$ cat src/rtl/irqc_pkg.sv
// Shared definitions for the priority interrupt controller.
// Assumes at most four register bytes per group (sources + global enable <= 32).
package irqc_pkg;

    typedef enum logic [1:0] {
        GRP_EN   = 2'd0,
        GRP_PEND = 2'd1,
        GRP_PRIO = 2'd2,
        GRP_AUTO = 2'd3
    } grp_e;

    // Pick one byte out of a 32-bit register view.
    function automatic logic [7:0] get_byte(input logic [31:0] v, input logic [1:0] idx);
        return v[idx*8 +: 8];
    endfunction

endpackage

$ cat src/rtl/irqc_regs.sv
// Register file: enables, global enable, pending, priority and auto-clear bits.
// Assumes single-cycle writes; triggers override all writes to pending bits.
module irqc_regs
    import irqc_pkg::*;
#(
    parameter int NSRC = 13
) (
    input  logic            clk,
    input  logic            rst_n,
    input  logic            reg_wr,
    input  logic [3:0]      reg_addr,
    input  logic [7:0]      reg_wdata,
    output logic [7:0]      reg_rdata,
    input  logic [NSRC-1:0] src_trig,
    input  logic [NSRC-1:0] ack_clr,
    output logic [NSRC-1:0] en_o,
    output logic [NSRC-1:0] pend_o,
    output logic [NSRC-1:0] prio_o,
    output logic [NSRC-1:0] auto_o,
    output logic            ge_eff_o
);

    localparam int VIEW_W = 32;

    grp_e       grp;
    logic [1:0] byte_sel;

    logic [NSRC-1:0] en_q, pend_q, prio_q, auto_q;
    logic [NSRC-1:0] en_d, pend_d, prio_d, auto_d;
    logic            ge_q, ge_d;

    logic [VIEW_W-1:0] en_view, pend_view, prio_view, auto_view;

    // Address split into group and byte.
    assign grp      = grp_e'(reg_addr[3:2]);
    assign byte_sel = reg_addr[1:0];

    // Global enable next value and early-clear view for the same-cycle grant check.
    always_comb begin
        ge_d = ge_q;
        if (reg_wr && grp == GRP_EN && byte_sel == 2'd0)
            ge_d = reg_wdata[7];
    end
    assign ge_eff_o = ge_q & ~(reg_wr && grp == GRP_EN && byte_sel == 2'd0 && !reg_wdata[7]);

    // Per-source write decode; enable bits skip position 7, which holds the global enable.
    for (genvar i = 0; i < NSRC; i++) begin : g_src
        localparam int EPOS  = (i < 7) ? i : i + 1;
        localparam int EBYTE = EPOS / 8;
        localparam int EBIT  = EPOS % 8;
        localparam int SBYTE = i / 8;
        localparam int SBIT  = i % 8;

        logic hit_en, hit_pend, hit_prio, hit_auto;
        assign hit_en   = reg_wr && grp == GRP_EN   && byte_sel == 2'(EBYTE);
        assign hit_pend = reg_wr && grp == GRP_PEND && byte_sel == 2'(SBYTE);
        assign hit_prio = reg_wr && grp == GRP_PRIO && byte_sel == 2'(SBYTE);
        assign hit_auto = reg_wr && grp == GRP_AUTO && byte_sel == 2'(SBYTE);

        assign en_d[i]   = hit_en   ? reg_wdata[EBIT] : en_q[i];
        assign prio_d[i] = hit_prio ? reg_wdata[SBIT] : prio_q[i];
        assign auto_d[i] = hit_auto ? reg_wdata[SBIT] : auto_q[i];
        assign pend_d[i] = src_trig[i] |
                           (~ack_clr[i] & (hit_pend ? reg_wdata[SBIT] : pend_q[i]));
    end

    // Read views padded to 32 bits so any byte index stays in range.
    for (genvar p = 0; p < VIEW_W; p++) begin : g_view
        if (p == 7) begin : g_ge
            assign en_view[p] = ge_q;
        end else if (p < 7 && p < NSRC) begin : g_elo
            assign en_view[p] = en_q[p];
        end else if (p > 7 && p - 1 < NSRC) begin : g_ehi
            assign en_view[p] = en_q[p-1];
        end else begin : g_epad
            assign en_view[p] = 1'b0;
        end

        if (p < NSRC) begin : g_s
            assign pend_view[p] = pend_q[p];
            assign prio_view[p] = prio_q[p];
            assign auto_view[p] = auto_q[p];
        end else begin : g_spad
            assign pend_view[p] = 1'b0;
            assign prio_view[p] = 1'b0;
            assign auto_view[p] = 1'b0;
        end
    end

    // Register read multiplexer.
    always_comb begin
        unique case (grp)
            GRP_EN:   reg_rdata = get_byte(en_view,   byte_sel);
            GRP_PEND: reg_rdata = get_byte(pend_view, byte_sel);
            GRP_PRIO: reg_rdata = get_byte(prio_view, byte_sel);
            default:  reg_rdata = get_byte(auto_view, byte_sel);
        endcase
    end

    // State update for all control bits.
    always_ff @(posedge clk) begin
        if (!rst_n) begin
            en_q   <= '0;
            ge_q   <= 1'b0;
            pend_q <= '0;
            prio_q <= '0;
            auto_q <= '0;
        end else begin
            en_q   <= en_d;
            ge_q   <= ge_d;
            pend_q <= pend_d;
            prio_q <= prio_d;
            auto_q <= auto_d;
        end
    end

    assign en_o   = en_q;
    assign pend_o = pend_q;
    assign prio_o = prio_q;
    assign auto_o = auto_q;

endmodule

$ cat src/rtl/irqc_find.sv
// Lowest-index finder: reports whether any bit is set and the lowest set index.
// Assumes IDW is wide enough to hold NSRC-1.
module irqc_find #(
    parameter int NSRC = 13,
    parameter int IDW  = 4
) (
    input  logic [NSRC-1:0] vec,
    output logic            hit,
    output logic [IDW-1:0]  idx
);

    // Scan from the top so the lowest set index is the last one written.
    always_comb begin
        idx = '0;
        for (int i = NSRC - 1; i >= 0; i--) begin
            if (vec[i]) idx = IDW'(i);
        end
    end

    assign hit = |vec;

endmodule

$ cat src/rtl/irqc_level.sv
// Grant latch and two-level in-service tracking.
// Assumes the CPU acknowledges only while irq_req is high; a stray acknowledge is ignored.
module irqc_level #(
    parameter int IDW = 4
) (
    input  logic           clk,
    input  logic           rst_n,
    input  logic           insn_end,
    input  logic           hit_hi,
    input  logic [IDW-1:0] id_hi,
    input  logic           hit_lo,
    input  logic [IDW-1:0] id_lo,
    input  logic           ack,
    input  logic           rti,
    output logic           req_o,
    output logic [IDW-1:0] id_o,
    output logic           ack_fire_o,
    output logic           isv_hi_o,
    output logic           isv_lo_o
);

    logic           req_q, lvl_hi_q, isv_hi_q, isv_lo_q;
    logic [IDW-1:0] id_q;
    logic           grant_hi, grant_lo;

    // Boundary grant decisions against the current in-service state.
    assign grant_hi   = insn_end && !req_q && hit_hi && !isv_hi_q;
    assign grant_lo   = insn_end && !req_q && !grant_hi && hit_lo && !isv_hi_q && !isv_lo_q;
    assign ack_fire_o = ack && req_q;

    // Request latch, held until acknowledge.
    always_ff @(posedge clk) begin
        if (!rst_n) begin
            req_q    <= 1'b0;
            id_q     <= '0;
            lvl_hi_q <= 1'b0;
        end else if (ack_fire_o) begin
            req_q <= 1'b0;
        end else if (grant_hi) begin
            req_q    <= 1'b1;
            id_q     <= id_hi;
            lvl_hi_q <= 1'b1;
        end else if (grant_lo) begin
            req_q    <= 1'b1;
            id_q     <= id_lo;
            lvl_hi_q <= 1'b0;
        end
    end

    // In-service levels: a return releases first, an acknowledge then marks its level.
    always_ff @(posedge clk) begin
        if (!rst_n) begin
            isv_hi_q <= 1'b0;
            isv_lo_q <= 1'b0;
        end else begin
            if (rti) begin
                if (isv_hi_q) isv_hi_q <= 1'b0;
                else          isv_lo_q <= 1'b0;
            end
            if (ack_fire_o) begin
                if (lvl_hi_q) isv_hi_q <= 1'b1;
                else          isv_lo_q <= 1'b1;
            end
        end
    end

    assign req_o    = req_q;
    assign id_o     = id_q;
    assign isv_hi_o = isv_hi_q;
    assign isv_lo_o = isv_lo_q;

endmodule

$ cat src/rtl/prio_irq_ctrl.sv
// Top level: register file, two-level selection and grant/in-service control.
// Assumes NSRC is between 8 and 30 so the global enable sits inside the first enable byte.
module prio_irq_ctrl #(
    parameter int NSRC       = 13,
    parameter int ADDR_W     = 16,
    parameter int VEC_BASE   = 3,
    parameter int VEC_STRIDE = 8,
    localparam int IDW       = $clog2(NSRC)
) (
    input  logic              clk,
    input  logic              rst_n,
    input  logic              reg_wr,
    input  logic [3:0]        reg_addr,
    input  logic [7:0]        reg_wdata,
    output logic [7:0]        reg_rdata,
    input  logic [NSRC-1:0]   src_trig,
    input  logic              insn_end,
    input  logic              irq_ack,
    input  logic              irq_rti,
    output logic              irq_req,
    output logic [IDW-1:0]    irq_id,
    output logic [ADDR_W-1:0] irq_vec
);

    logic [NSRC-1:0] en_w, pend_w, prio_w, auto_w;
    logic [NSRC-1:0] elig, cand_hi, cand_lo, ack_clr;
    logic            ge_eff, hit_hi, hit_lo, ack_fire, isv_hi_w, isv_lo_w;
    logic [IDW-1:0]  id_hi, id_lo;

    irqc_regs #(.NSRC(NSRC)) regs_i (
        .clk      (clk),
        .rst_n    (rst_n),
        .reg_wr   (reg_wr),
        .reg_addr (reg_addr),
        .reg_wdata(reg_wdata),
        .reg_rdata(reg_rdata),
        .src_trig (src_trig),
        .ack_clr  (ack_clr),
        .en_o     (en_w),
        .pend_o   (pend_w),
        .prio_o   (prio_w),
        .auto_o   (auto_w),
        .ge_eff_o (ge_eff)
    );

    // Eligibility split by priority level.
    assign elig    = pend_w & en_w & {NSRC{ge_eff}};
    assign cand_hi = elig & prio_w;
    assign cand_lo = elig & ~prio_w;

    irqc_find #(.NSRC(NSRC), .IDW(IDW)) find_hi_i (.vec(cand_hi), .hit(hit_hi), .idx(id_hi));
    irqc_find #(.NSRC(NSRC), .IDW(IDW)) find_lo_i (.vec(cand_lo), .hit(hit_lo), .idx(id_lo));

    irqc_level #(.IDW(IDW)) level_i (
        .clk       (clk),
        .rst_n     (rst_n),
        .insn_end  (insn_end),
        .hit_hi    (hit_hi),
        .id_hi     (id_hi),
        .hit_lo    (hit_lo),
        .id_lo     (id_lo),
        .ack       (irq_ack),
        .rti       (irq_rti),
        .req_o     (irq_req),
        .id_o      (irq_id),
        .ack_fire_o(ack_fire),
        .isv_hi_o  (isv_hi_w),
        .isv_lo_o  (isv_lo_w)
    );

    // Auto-clear mask for the acknowledged source.
    assign ack_clr = ack_fire ? ((NSRC'(1) << irq_id) & auto_w) : '0;

    // Fixed vector per source.
    assign irq_vec = ADDR_W'(VEC_BASE) + ADDR_W'(irq_id) * ADDR_W'(VEC_STRIDE);

endmodule

$ cat config.mk
export PLATFORM = sky130hd
export DESIGN_NAME = prio_irq_ctrl
export DESIGN_NICKNAME = d
export VERILOG_FILES = /design/src/rtl/irqc_pkg.sv /design/src/rtl/irqc_regs.sv /design/src/rtl/irqc_find.sv /design/src/rtl/irqc_level.sv /design/src/rtl/prio_irq_ctrl.sv
export SDC_FILE = /design/constraint.sdc
export NUM_CORES = 1
export LEC_CHECK = 0
export ABC_AREA = 0
export BUFFER_PORTS_ARGS = -buffer_cell sky130_fd_sc_hd__buf_2
export CAP_MARGIN = 20
export CORE_UTILIZATION = 29
export DETAILED_ROUTE_END_ITERATION = 7
export GPL_TIMING_DRIVEN = 0
export SYNTH_ARGS = -nofsm -noshare
export SYNTH_HDL_FRONTEND = slang
export SYNTH_SLANG_ARGS = --single-unit
$ cat constraint.sdc
create_clock -name clk -period 4.6 [get_ports clk]
set_input_delay 0.92 -clock clk [delete_from_list [all_inputs] [get_ports clk]]
set_output_delay 0.92 -clock clk [all_outputs]
set_load 0.05 [all_outputs]
# [After elaboration in Yosys (flattened, before gate mapping)]
# Cells that the tools add are included.
[totals] output_inout_bits=29 inputBits=31 elab_cells=159 regBits=61
[op_classes] n_mux=54 bitwise_logic=49 n_reduce_logical=33 add_sub_neg=1 n_eq_ne=4 n_shift=5
[op_table] op="$shiftx 32x6->8" n=4
[op_table] op="$mux 4" n=28
[op_table] op="$and 13x13->13" n=5
[op_table] op="$reduce_or 13->1" n=2
[op_table] op="$mux 1" n=24
[op_table] op="$pmux 8 s3" n=1
[op_table] op="$logic_and 1x1->1" n=21
[op_table] op="$not 1->1" n=16
[op_table] op="$and 1x1->1" n=14
[op_table] op="$mux 13" n=1
[op_table] op="$not 13->13" n=1
[op_table] op="$or 1x1->1" n=13
[op_table] op="$shl 1x4->13 const A" n=1
[op_table] op="$add 2x7->8 const A" n=1
[op_table] op="$logic_not 1->1" n=5
[op_table] op="$eq 2x1->1 const B" n=2
[op_table] op="$eq 2x2->1 const B" n=2
[op_table] op="$logic_not 2->1" n=2
[op_table] op="$reduce_and 2->1" n=1
[op_table] op="$reduce_bool 2->1" n=1
[op_table] op="$reduce_or 2->1" n=1

# [Depth between registers and ports, before layout]
[depth] depth_word=23 mapped_depth=7 ltp_nobuf=6

# [Modules after synthesis]
# From an unflattened synthesis, not the netlist that was laid out.
[unflattened] cells_unflattened=477 hier_area_um2=3906.2
[modules_own_cells] module="irqc_regs" n_inst=1 cells_each=298 seq_area_each_um2=1061.0 area_per_inst_um2=2741.4
[modules_own_cells] module="prio_irq_ctrl" n_inst=1 cells_each=92 seq_area_each_um2=0.0 area_per_inst_um2=494.2
[modules_own_cells] module="irqc_level" n_inst=1 cells_each=41 seq_area_each_um2=160.2 area_per_inst_um2=395.4
[modules_own_cells] module="irqc_find" n_inst=2 cells_each=23 seq_area_each_um2=0.0 area_per_inst_um2=137.6

# [Least setup slack after synthesis]
# OpenSTA, ideal clock, no wires.
[synth_path] kind="input -> output" startpoint="in reg_addr[2]" endpoint="out reg_rdata[7]" t_arrival_ns=2.582 path_slack_ns=1.098 cell_stages=3 required_time_ns=3.680 n_path_buf=1 path_cell_list="buf_2 > mux4_2 > nor3b_1"
[synth_via] elab_chain_cells=2 elab_cells_between_ends=4 classes_between="eq/ne (2); mux (1); reduce/logical (1)"
[synth_lines] item="start: declaration" line="prio_irq_ctrl.sv:13" source="input logic [3:0] reg_addr,"
[synth_lines] item="$eq 2x2->1, or another cell as far along" line="irqc_regs.sv:92" source="unique case (grp)"
[synth_lines] item="$pmux 8 s3 (*)" line="irqc_regs.sv:92"
[synth_lines] item="end: declaration" line="prio_irq_ctrl.sv:15" source="output logic [7:0] reg_rdata,"
# Every way passes the cells marked *; elsewhere a longest branch is shown, timed or not.

# [Worst setup path after layout]
[layout_path] startpoint="in reg_addr[3]" endpoint="out reg_rdata[0]"
# The elaborated chain is that of the path after synthesis.

==> reports/qor.csv <==
metric,value,unit
Tightest Pin Transition,0.9149,ns
final wirelength,10.43,mm
overall power,1.316,mW
Flop pwr share,0.423,
initial antenna violation count,0,
CTS sink count,61,
clock skew,0.004506,ns
Synth Flop Type,dfxtp_1,
Fillers,1247,
Logic pwr share,0.112,
Power Dens Cells,306.7,nW/um2
Post-route DRC,0,
cell taking the most area after synthesis,dfxtp_1,
Vias per Instance,5.229,
vias,3054,
Slew headroom,0.3854,
GRT overflow,0,
Pint,0.9871,mW
status,finished clean,
total die area,12810,um2
Longest Clk Path Bufs,2,
Switching Share,0.2499,
"Clk Latency, worst-skew pair",0.33,ns
non-filler cells in the finished layout,584,
final hold slack,0.5331,ns
"Data required, critical path",3.68,ns
Starting Density,0.2985,
Crit Path Class,input port to output pin,
Die Ht,113.2,um
Area Growth Syn to Fin,19.64,%
global placer's final weighted congestion,0.9012,
CTS tree,done,
register area,1221,um2
gr usage total,0.1739,
Clock Power Share,0.465,
Yosys top cell area share,0.3405,
post-DP HPWL,7.905,mm
Mapped Area,3586,um2
CORE AREA,12010,um2
crit path launch type,input port,
Reg2Reg Setup Slack,2.39,ns
post_cts resized,0,
dpl cell area,4024,um2
Worst Path Max Fanout,10,
# IOs,60,
Max Cap Viol,0,
"Clk pin slew, worst setup/hold paths",0.05,ns
Synth cell types,51,
ANT cells,0,
"count leader, synth",dfxtp_1,
setup TNS,0,ns
largest net degree at the start of global routing,11,
number of synthesized flops with an enable pin,0,
static leakage,1.848,nW
"Core Util, Final",0.3572,
DRT iter0 DRCs,277,
multi-input logic area,2180,um2
crit path DAT,2.81,ns
Post-Layout Inst Area,4290,um2
CTS Buf Count,9,
DRT Pass-1 Iters,5,
worst hold path type,register to register,
endpoint of the worst register-to-register path,level_i.id_o[0],
pre-CTS setup slack,0.8883,ns
H-tree depth,3,
maximum clock frequency,0.2684,GHz
clock root buffer,clkbuf_16,
mean post-synth cell area,9.666,um2
"Net count, final",465,
fraction of synthesis flops using an asynchronous set or reset pin,0,
dpl cells,570,
Max Slew Vio Count,0,
ANT nets after route,0,
# hold bufs at CTS,0,
num rows,40,
WL per Instance,17.87,um
setup violators final,0,
Syn. warnings,0,
crit end category,output pin,
Synth Instances,371,
minimum clock period,3.726,ns
worst reg2reg path depth,6,
reg2reg start,regs_i.prio_o[3],
setup slack after layout,0.8742,ns
RSZ-0062 raised after global routing,false,
crit share post-route,0.8100,
Post-CTS Setup Bufs,0,
Worst setup endpoint,reg_rdata[0],
Seq cells post-synth,61,
sequential area share after synthesis,0.3405,
vias in the first global route,2899,
sw power,0.3289,mW
Worst IR Drop VDD,122.2,uV
Worst Setup SP,reg_addr[3],
Die W,113.2,um
first-pass GRT wire length,16.48,mm
Post-synth top cells,"dfxtp_1, mux2i_1, nor2b_1",
ratio of cells with drive above 1 in the final layout,0.2220,
"Hold Vio Cnt, Final",0,
Port Buffers,41,
"top cells by area, synth","dfxtp_1, mux2i_1, nor2b_1, mux4_2, buf_4",
==> per-layer routing <==
metal / wire length, um / vias up / global-route usage
met5: 0 / - / 0
met4: 165 / 0 / 0.07456
met3: 739 / 16 / 0.04339
met2: 4797 / 113 / 0.2793
met1: 4731 / 1469 / 0.2213
li1: - / 1456 / -
==> cell type report <==
cell class | count | area share
plain buffers | 38 | 0.04841
clock buffers | 12 | 0.05978
clock inverters | 2 | 0.002333
inverters | 4 | 0.003500
multi-input cells | 278 | 0.5080
flip-flops and latches | 61 | 0.2846
well taps | 147 | 0.04287
repair buffers | 42 | 0.05045
==> flip-flops by register name, indices dropped and copies added, names as in the netlist <==
signal            flops
level_i.id_o          4
level_i.isv_hi_o      1
level_i.isv_lo_o      1
level_i.lvl_hi_q      1
level_i.req_o         1
regs_i.auto_o        13
regs_i.en_o          13
regs_i.ge_q           1
regs_i.pend_o        13
regs_i.prio_o        13
==> critical path: stages <==
cell,delay (ns)
buf_2,0.14
buf_2,0.27
buf_1,0.55
mux4_2,0.45
mux2i_1,0.16
nor2_1,0.07
buf_2,0.25
==> worst min-delay path by stage <==
stage | startpoint | to | slack (ns) | cells after the start
detailed placement | level_i.id_o[3] | level_i.id_o[3] | 0.52 | 2
floorplan | level_i.isv_hi_o | level_i.isv_hi_o | 0.49 | 2
global placement | level_i.isv_hi_o | level_i.isv_hi_o | 0.52 | 2
finish | level_i.id_o[3] | level_i.id_o[3] | 0.53 | 2
CTS | level_i.id_o[3] | level_i.id_o[3] | 0.53 | 2
global route | level_i.id_o[3] | level_i.id_o[3] | 0.57 | 2
==> cells in the final DEF, fill, tap and decap left out, types with 9 or more instances in the layout <==
cell type	count
nand2_1	11
nor2b_1	45
dfxtp_1	61
nand3b_1	11
a31oi_1	15
o21a_1	14
nand3_1	14
clkbuf_16	9
buf_4	16
conb_1	12
mux4_2	12
clkbuf_1	18
nand4_1	9
buf_2	45
mux2i_1	59
nor2_1	17
==> power by group through the flow <==
stage / sequential, mW / clock [mW] / combinational [mW]
floorplan: 0.562 / 0 / 0.109
global placement: 0.566 / 0 / 0.147
detailed placement: 0.567 / 0 / 0.148
CTS: 0.556 / 0.620 / 0.148
global route: 0.558 / 0.647 / 0.160
finish: 0.557 / 0.612 / 0.148
==> kinds of logic (layout without fill, tap and decap cells) <==
logic type | after synthesis | count (layout) | share of synthesized area
compound gates | 58 | 58 | 0.1197
buf+inv | 42 | 98 | 0.06211
simple gates | 136 | 136 | 0.2324
other cells | 2 | 12 | 0.002094
flops | 61 | 61 | 0.3405
mux | 72 | 72 | 0.2432
Note: power is estimated with default switching activity, not from simulation.
